$ cat config.mk
export PLATFORM = sky130hd
export DESIGN_NAME = trig_pwm_timer
export DESIGN_NICKNAME = d
export VERILOG_FILES = /design/src/rtl/trpwm_pkg.sv /design/src/rtl/trpwm_div.sv /design/src/rtl/trpwm_prescale.sv /design/src/rtl/trpwm_core.sv /design/src/rtl/trig_pwm_timer.sv
export SDC_FILE = /design/constraint.sdc
export NUM_CORES = 1
export LEC_CHECK = 0
export CAP_MARGIN = 20
export CORE_MARGIN = 5
export CORE_UTILIZATION = 45
export CTS_CLUSTER_SIZE = 20
export DETAILED_ROUTE_END_ITERATION = 8
export PLACE_DENSITY = 0.63
export SLEW_MARGIN = 20
export SYNTH_ARGS = -nofsm -noshare
export SYNTH_HDL_FRONTEND = slang
export SYNTH_HIERARCHICAL = 1
export SYNTH_SLANG_ARGS = --single-unit
$ cat constraint.sdc
create_clock -name clk -period 7.6 [get_ports clk]
set_input_delay 1.52 -clock clk [delete_from_list [all_inputs] [get_ports clk]]
set_output_delay 1.52 -clock clk [all_outputs]
set_load 0.01 [all_outputs]
$ cat src/rtl/trpwm_pkg.sv
package trpwm_pkg;
   localparam int NUM_SRC = 4;

   typedef enum logic [1:0] {
      SRC_FAST = 2'd0,
      SRC_MID  = 2'd1,
      SRC_LOW  = 2'd2,
      SRC_SLOW = 2'd3
   } src_sel_e;
endpackage

$ cat src/rtl/trpwm_div.sv
module trpwm_div #(
   parameter int DIV = 8
) (
   input  logic clk,
   input  logic rst_n,
   input  logic en_i,
   output logic tick_o
);
   localparam int CW = (DIV > 1) ? $clog2(DIV) : 1;
   localparam logic [CW-1:0] LAST = CW'(DIV - 1);

   if (DIV < 1) begin : g_bad_div
      $error("trpwm_div: DIV must be at least 1");
   end

   logic [CW-1:0] cnt_q;

   always_ff @(posedge clk or negedge rst_n) begin
      if (!rst_n) begin
         cnt_q <= '0;
      end else if (en_i) begin
         if (cnt_q == LAST) cnt_q <= '0;
         else               cnt_q <= cnt_q + CW'(1);
      end
   end

   assign tick_o = en_i && (cnt_q == LAST);

   if (DIV > 1) begin : g_chk
      assert_tick_spacing_R1: assert property (@(posedge clk) disable iff (!rst_n)
         tick_o |=> !tick_o);
   end
endmodule

$ cat src/rtl/trpwm_prescale.sv
module trpwm_prescale
   import trpwm_pkg::*;
#(
   parameter int DIV_MID  = 8,
   parameter int DIV_LOW  = 32,
   parameter int SLOW_DIV = 32
) (
   input  logic       clk,
   input  logic       rst_n,
   input  logic [1:0] sel_i,
   input  logic       slow_i,
   output logic       tick_o
);
   logic [NUM_SRC-1:0] lane_tick;

   for (genvar i = 0; i < NUM_SRC; i++) begin : g_lane
      localparam int LDIV = (i == int'(SRC_FAST)) ? 1 :
                            (i == int'(SRC_MID))  ? DIV_MID :
                            (i == int'(SRC_LOW))  ? DIV_LOW : SLOW_DIV;
      logic lane_en;
      if (i == int'(SRC_SLOW)) begin : g_ext
         assign lane_en = slow_i;
      end else begin : g_int
         assign lane_en = 1'b1;
      end
      trpwm_div #(.DIV(LDIV)) u_div (
         .clk    (clk),
         .rst_n  (rst_n),
         .en_i   (lane_en),
         .tick_o (lane_tick[i])
      );
   end

   assign tick_o = lane_tick[sel_i];
endmodule

$ cat src/rtl/trpwm_core.sv
module trpwm_core #(
   parameter int W = 16
) (
   input  logic         clk,
   input  logic         rst_n,
   input  logic         tick_i,
   input  logic         run_i,
   input  logic         trig_i,
   input  logic [W-1:0] reload_i,
   input  logic         clr_i,
   input  logic         ack_i,
   output logic         pwm_o,
   output logic         irq_o
);
   localparam logic [W-1:0] PER_LAST = {{(W-1){1'b1}}, 1'b0};
   localparam logic [W-1:0] ONE      = W'(1);

   logic         active_q;
   logic [W-1:0] per_q;
   logic [W-1:0] hi_q;
   logic         zero_q;
   logic         irq_q;
   logic         start, step, fall_evt;

   assign start    = run_i && trig_i && !active_q;
   assign step     = run_i && active_q && tick_i;
   assign fall_evt = step && ((hi_q == ONE) || ((per_q == '0) && zero_q));

   always_ff @(posedge clk or negedge rst_n) begin
      if (!rst_n) begin
         active_q <= 1'b0;
         per_q    <= '0;
         hi_q     <= '0;
         zero_q   <= 1'b0;
      end else if (!run_i) begin
         active_q <= 1'b0;
      end else if (start) begin
         active_q <= 1'b1;
         per_q    <= PER_LAST;
         hi_q     <= reload_i;
         zero_q   <= (reload_i == '0);
      end else if (step) begin
         if (per_q == '0) begin
            per_q  <= PER_LAST;
            hi_q   <= reload_i;
            zero_q <= (reload_i == '0);
         end else begin
            per_q <= per_q - ONE;
            if (hi_q != '0) hi_q <= hi_q - ONE;
         end
      end
   end

   always_ff @(posedge clk or negedge rst_n) begin
      if (!rst_n)              irq_q <= 1'b0;
      else if (fall_evt)       irq_q <= 1'b1;
      else if (clr_i || ack_i) irq_q <= 1'b0;
   end

   assign pwm_o = active_q && (hi_q != '0);
   assign irq_o = irq_q;

   assert_stop_low_R6: assert property (@(posedge clk) disable iff (!rst_n)
      !run_i |=> !pwm_o);
   assert_idle_needs_trig_R2: assert property (@(posedge clk) disable iff (!rst_n)
      (!active_q && !(run_i && trig_i)) |=> !pwm_o);
   assert_level_holds_R3: assert property (@(posedge clk) disable iff (!rst_n)
      (active_q && run_i && !tick_i) |=> $stable(pwm_o));
   assert_zero_low_R7: assert property (@(posedge clk) disable iff (!rst_n)
      (active_q && zero_q) |-> !pwm_o);
   assert_irq_sticky_R9: assert property (@(posedge clk) disable iff (!rst_n)
      (irq_o && !clr_i && !ack_i) |=> irq_o);
   assert_irq_set_wins_R9: assert property (@(posedge clk) disable iff (!rst_n)
      fall_evt |=> irq_o);
   assert_irq_clear_R9: assert property (@(posedge clk) disable iff (!rst_n)
      ((clr_i || ack_i) && !fall_evt) |=> !irq_o);
endmodule

$ cat src/rtl/trig_pwm_timer.sv
module trig_pwm_timer #(
   parameter int CNT_W    = 16,
   parameter int DIV_MID  = 8,
   parameter int DIV_LOW  = 32,
   parameter int SLOW_DIV = 32
) (
   input  logic             clk,
   input  logic             rst_n,
   input  logic [1:0]       src_sel_i,
   input  logic             slow_tick_i,
   input  logic             run_i,
   input  logic             trig_i,
   input  logic [CNT_W-1:0] reload_i,
   input  logic             irq_clr_i,
   input  logic             irq_ack_i,
   output logic             pwm_o,
   output logic             irq_o
);
   if (CNT_W < 4) begin : g_bad_width
      $error("trig_pwm_timer: CNT_W must be at least 4");
   end

   logic cnt_tick;

   trpwm_prescale #(
      .DIV_MID  (DIV_MID),
      .DIV_LOW  (DIV_LOW),
      .SLOW_DIV (SLOW_DIV)
   ) u_prescale (
      .clk    (clk),
      .rst_n  (rst_n),
      .sel_i  (src_sel_i),
      .slow_i (slow_tick_i),
      .tick_o (cnt_tick)
   );

   trpwm_core #(.W(CNT_W)) u_core (
      .clk      (clk),
      .rst_n    (rst_n),
      .tick_i   (cnt_tick),
      .run_i    (run_i),
      .trig_i   (trig_i),
      .reload_i (reload_i),
      .clr_i    (irq_clr_i),
      .ack_i    (irq_ack_i),
      .pwm_o    (pwm_o),
      .irq_o    (irq_o)
   );
endmodule

### Yosys cells after proc, flatten, opt, wreduce, memory -nomap -nowiden

Index checks and enable logic that the tools add are counted.

| word-level totals | value |
|---|---|
| register bits after elaboration | 49 |
| memories | 0 |
| input bits | 25 |
| bits in read-only memories | 0 |
| output and inout port bits | 2 |
| RAM bits | 0 |
| bits in latches | 0 |

| operators by class | value |
|---|---|
| muxes and demuxes | 20 |
| divide/modulo/power cells | 0 |
| bitwise gates (word level) | 1 |
| $mul | 0 |
| $add $sub $neg | 6 |
| equality and inequality tests | 5 |
| shift operators | 0 |
| order comparisons | 1 |
| reductions and logical operators | 21 |

Operators with widths:

| operator | count |
|---|---|
| $mux 16 | 7 |
| $logic_not 16->1 | 2 |
| $sub 16x1->16 const B | 2 |
| $eq 16x1->1 const B | 1 |
| $reduce_bool 16->1 | 1 |
| $add 5x1->5 const B | 2 |
| $eq 5x5->1 const B | 2 |
| $mux 5 | 2 |
| $mux 1 | 9 |
| $logic_and 1x1->1 | 8 |
| $reduce_and 3->1 | 2 |
| $reduce_bool 2->1 | 3 |
| $add 3x1->3 const B | 1 |
| $eq 3x3->1 const B | 1 |
| $lt 2x3->1 const B | 1 |
| $mux 3 | 1 |
| $reduce_bool 3->1 | 1 |
| $bmux 1 s2 | 1 |
| $logic_or 1x1->1 | 2 |
| $ne 2x1->1 const B | 1 |
| $reduce_and 2->1 | 1 |
| $add 1x1->1 const B | 1 |
| $logic_not 1->1 | 1 |
| $not 1->1 | 1 |

### Logic depth before layout (Yosys ltp)

| depth | value |
|---|---|
| depth in word-level cells | 7 |
| mapped depth | 12 |
| mapped depth without buffers | 10 |

### Hierarchy

The synthesis kept the hierarchy.

Modules (own cells, without submodules):

| module | cells an instance | area an instance (µm²) | times used |
|---|---|---|---|
| trpwm_core | 241 | 2122.0 | 1 |
| trpwm_div at u_prescale.g_lane[2].u_div ... | 22 | 267.8 | 2 |
| trpwm_div at u_prescale.g_lane[1].u_div | 10 | 146.4 | 1 |
| trpwm_prescale | 2 | 26.3 | 1 |
| trpwm_div at u_prescale.g_lane[0].u_div | 1 | 7.5 | 1 |

### Least setup slack after synthesis

Ideal clock, no wire load.

| timing | value |
|---|---|
| path kind | input to register |
| from | input slow_tick_i |
| to | register u_core.hi_q[15] |
| data required time | 7464 ps |
| arrival | 3516 ps |
| slack | 3949 ps |
| stages on the path | 10 |
| library setup time | 136 ps |
| path through | buf_4 > and2_1 > mux4_2 > mux2_2 > nand2_1 > clkbuf_1 > clkbuf_1 > nor4_1 > a31oi_1 > o21ai_0 |

| between the ends | value |
|---|---|
| cells in the longest elaborated chain, start to end | 6 |

RTL lines:

| what | line | RTL |
|---|---|---|
| from (decl) | trig_pwm_timer.sv:10 | `input logic slow_tick_i,` |
| $logic_and 1x1->1 | trpwm_div.sv:27 | `assign tick_o = en_i && (cnt_q == LAST);` |
| net u_prescale.lane_tick[3] | trpwm_prescale.sv:14 | `logic [NUM_SRC-1:0] lane_tick;` |
| $bmux 1 s2 | trpwm_prescale.sv:34 | `assign tick_o = lane_tick[sel_i];` |
| $mux 1 (implied by the code) | trpwm_prescale.sv:34 |  |
| net cnt_tick | trig_pwm_timer.sv:23 | `logic cnt_tick;` |
| $logic_and 1x1->1 | trpwm_core.sv:26 | `assign step = run_i && active_q && tick_i;` |
| $reduce_bool 2->1 (no line) | - |  |
| $reduce_and 3->1 (no line) | - |  |
| to (signal assigned) | trpwm_core.sv:40 | `hi_q <= reload_i;` |
| to (signal assigned) | trpwm_core.sv:45 | `hi_q <= reload_i;` |
| to (signal assigned) | trpwm_core.sv:49 | `if (hi_q != '0) hi_q <= hi_q - ONE;` |
| to (decl) | trpwm_core.sv:20 | `logic [W-1:0] hi_q;` |

The timed path passes the listed nets, and every way through them passes these cells. The select of a mux whose other input is x is not followed.
A chain may end at the register's enable or synchronous reset.

### Final worst setup path

| timing | value |
|---|---|
| from | register u_core.hi_q[0] |
| to | output pwm_o |

| between the ends | value |
|---|---|
| cells in the longest elaborated chain, start to end | 2 |

RTL lines:

| what | line | RTL |
|---|---|---|
| $reduce_bool 16->1 | trpwm_core.sv:60 | `assign pwm_o = active_q && (hi_q != '0);` |
| $logic_and 1x1->1 | trpwm_core.sv:60 |  |
| to (decl) | trig_pwm_timer.sv:16 | `output logic pwm_o,` |

Every way passes these cells.

==> results.json <==
{
  "antenna_found_initial": 0,
  "grt_pass1_wl_um": 11300,
  "gp_congestion": 0.854,
  "fin_util": 0.524,
  "ys_types": 55,
  "io_pins": 27,
  "fin_crit_sh": 0.529,
  "ir_drop_v": 0.000168,
  "cts_hold_buf": 0,
  "crit_start": "u_core/hi_q[0]",
  "synthDominantCellAreaShare": 0.423,
  "clock_path_buffers": 2,
  "first_global_vias": 2396,
  "root_buffer": "clkbuf_8",
  "setup.worst_path.end_class": "output pin",
  "synth_most_common_cell": "dfrtp_1",
  "synth.cell_area_sq_um": 2840,
  "rsz0062_at_grt": "no",
  "cts_tree": "built",
  "numPortBuffers": 26,
  "cp-endpoint": "pwm_o",
  "grt_start_max_net_pins": 49,
  "grtUsageTotal": 0.184,
  "tns_ps": 0,
  "hold_ws_ps": 486,
  "die_w_um": 89.4,
  "power_leakage_nw": 1.30,
  "drc": 0,
  "post_cts_buffers": 0,
  "first_iter_violations": 118,
  "vias_per_cell": 5.96,
  "path_cells": "inv_1 > ha_1 > nor3b_1 > nand4_1 > and2_1 > clkdlybuf4s50_1",
  "wl_per_cell_um": 16.3,
  "start_util": 0.455,
  "ant_nets": 0,
  "die_h_um": 89.4,
  "diodes": 0,
  "slowest_stage": "clkdlybuf4s50_1",
  "rr_startpoint": "u_prescale/g_lane[2].u_div/cnt_q[0]",
  "final_max_slew_viol_count": 0,
  "avgSynthCellArea_sq_um": 9.52,
  "p_per_area_nw_per_um2": 266,
  "reg2regPathDepth": 10,
  "vias": 2409,
  "synth_edf_count": 0,
  "max_slew_margin": 0.392,
  "required_ps": 6080,
  "min_path_type": "register to register",
  "cp.arrival_ps": 2500,
  "max_stage_delay_ps": 470,
  "layout.nets": 361,
  "area_delta_synth_final_pct": 15.3,
  "fin_worst_skew_ps": 12.1,
  "clkLatencyLatePin_ps": 310,
  "fmax_mhz": 249,
  "die-area_sq_um": 7990,
  "drt_first_pass_iters": 4,
  "synth_flop_cell": "dfrtp_1",
  "netlist_instances": 298,
  "final.min_clock_period_ps": 4020,
  "rows": 29,
  "crit_type": "register to output pin",
  "drive_gt1_frac": 0.0917,
  "status": "completed",
  "tightest_slew_ps": 904,
  "cts_made_buffers": 5,
  "clkSinkCount": 48,
  "synth_seq_cells": 48,
  "overflow": 0,
  "synth.yosys.seq_area_share": 0.423,
  "core_sq_um": 6240,
  "r2r-end": "u_core/hi_q[12]",
  "place_inst": 396,
  "synth_commonest_cells": "dfrtp_1, o21ai_0, nand2_1, nor2_1, nor3_1",
  "setup_viol": 0,
  "cp_max_fo": 7,
  "synthArstFlopShare": 1.00,
  "wl_um": 6570,
  "dp_hpwl_um": 4680,
  "synth_area_leaders": "dfrtp_1, o21ai_0, ha_1",
  "worstHoldStart": "u_prescale/g_lane[1].u_div/cnt_q[0]",
  "clk_pin_slew_ps": 100,
  "synth_largest_area_cell": "dfrtp_1",
  "htreeDepth": 2,
  "yosysWarnings": 6,
  "finalHoldViolations": 0,
  "reg2reg_slack_ps": 4560,
  "final_cells": 404,
  "crit_path_start_kind": "register",
  "cts_resized": 0,
  "cap_violations": 0
}
[kinds of logic after synthesis]
| logic type | share of synthesized area |
|---|---|
| AOI/OAI and AO/OA | 0.203 |
| and+or+nand+nor | 0.227 |
| DFF | 0.423 |
| other | 0.00132 |
| muxes | 0.0569 |
| xor gates and xnor gates | 0.00926 |
| adders and majority gates | 0.0441 |
| buffers and inverters | 0.0353 |
[where the power goes]
| part | internal (mW) | switching, mW |
|---|---|---|
| clock | 0.0975 | 0.0913 |
| combinational | 0.133 | 0.118 |
| sequential | 0.338 | 0.0927 |
| total | 0.569 | 0.302 |
[final cells by class]
type,instances,area [sq um]
inverters,7,26.3
multi-input cells,235,1560
well taps,77,96.3
clock buffers,5,68.8
flip-flops and latches,48,1200
repair buffers,29,278
fillers,593,2970
clock inverters,3,42.5
[metal layers]
layer	share of wire	track usage	vias up
met2	0.47	0.291	60
met3	0.054	0.0396	8
met4	0.016	0.0690	0
met1	0.46	0.246	1157
li1	-	-	1184
met5	0	0	-
[how the worst min path moves through the flow]
stage | to | slack (ps) | depth (start not counted)
final | u_prescale/g_lane[1].u_div/cnt_q[0] | 490 | 1
after global routing | u_prescale/g_lane[1].u_div/cnt_q[0] | 510 | 1
after CTS | u_prescale/g_lane[1].u_div/cnt_q[0] | 490 | 1
after detailed placement | u_core/irq_o | 480 | 2
after global placement | u_prescale/g_lane[1].u_div/cnt_q[0] | 470 | 1
after floorplan | u_core/zero_q | 450 | 2
[registers in the layout, summed over array words and instances, names as in the netlist]
| name | cells |
|---|---|
| u_prescale/g_lane.u_div/cnt_q | 13 |
| u_core/irq_o | 1 |
| u_core/zero_q | 1 |
| u_core/per_q | 16 |
| u_core/hi_q | 16 |
| u_core/active_q | 1 |
[metrics by stage]
stage	total power, mW	worst slack (ps)	instance area, sq um
after CTS	0.876	3590	3270
after detailed placement	0.687	3430	3160
final	0.870	3580	3270
after global routing	0.940	3380	3270
after floorplan	0.607	3950	2860
after global placement	0.677	3470	3160
[layout by cell type, fill, tap and decap left out, drive strengths merged, types with 5 or more instances in the layout]
cell type,instances
clkbuf,5
o21ai,27
clkdlybuf4s50,25
inv,7
nor2,16
nand3,8
dfrtp,48
nand2,26
and2,5
mux2,9
or4,9
a21oi,13
a31oi,8
conb,7
nor3,15
nor4,13
and3,6
ha,10
[worst max-delay path: cells and delay by family, from the launching register on]
kind / cells / cell delay (ps)
fa+ha+maj: 1 / 190
flops: 1 / 460
simple gates: 3 / 970
buf+inv: 2 / 560
Power figures use the tool's default switching activity.
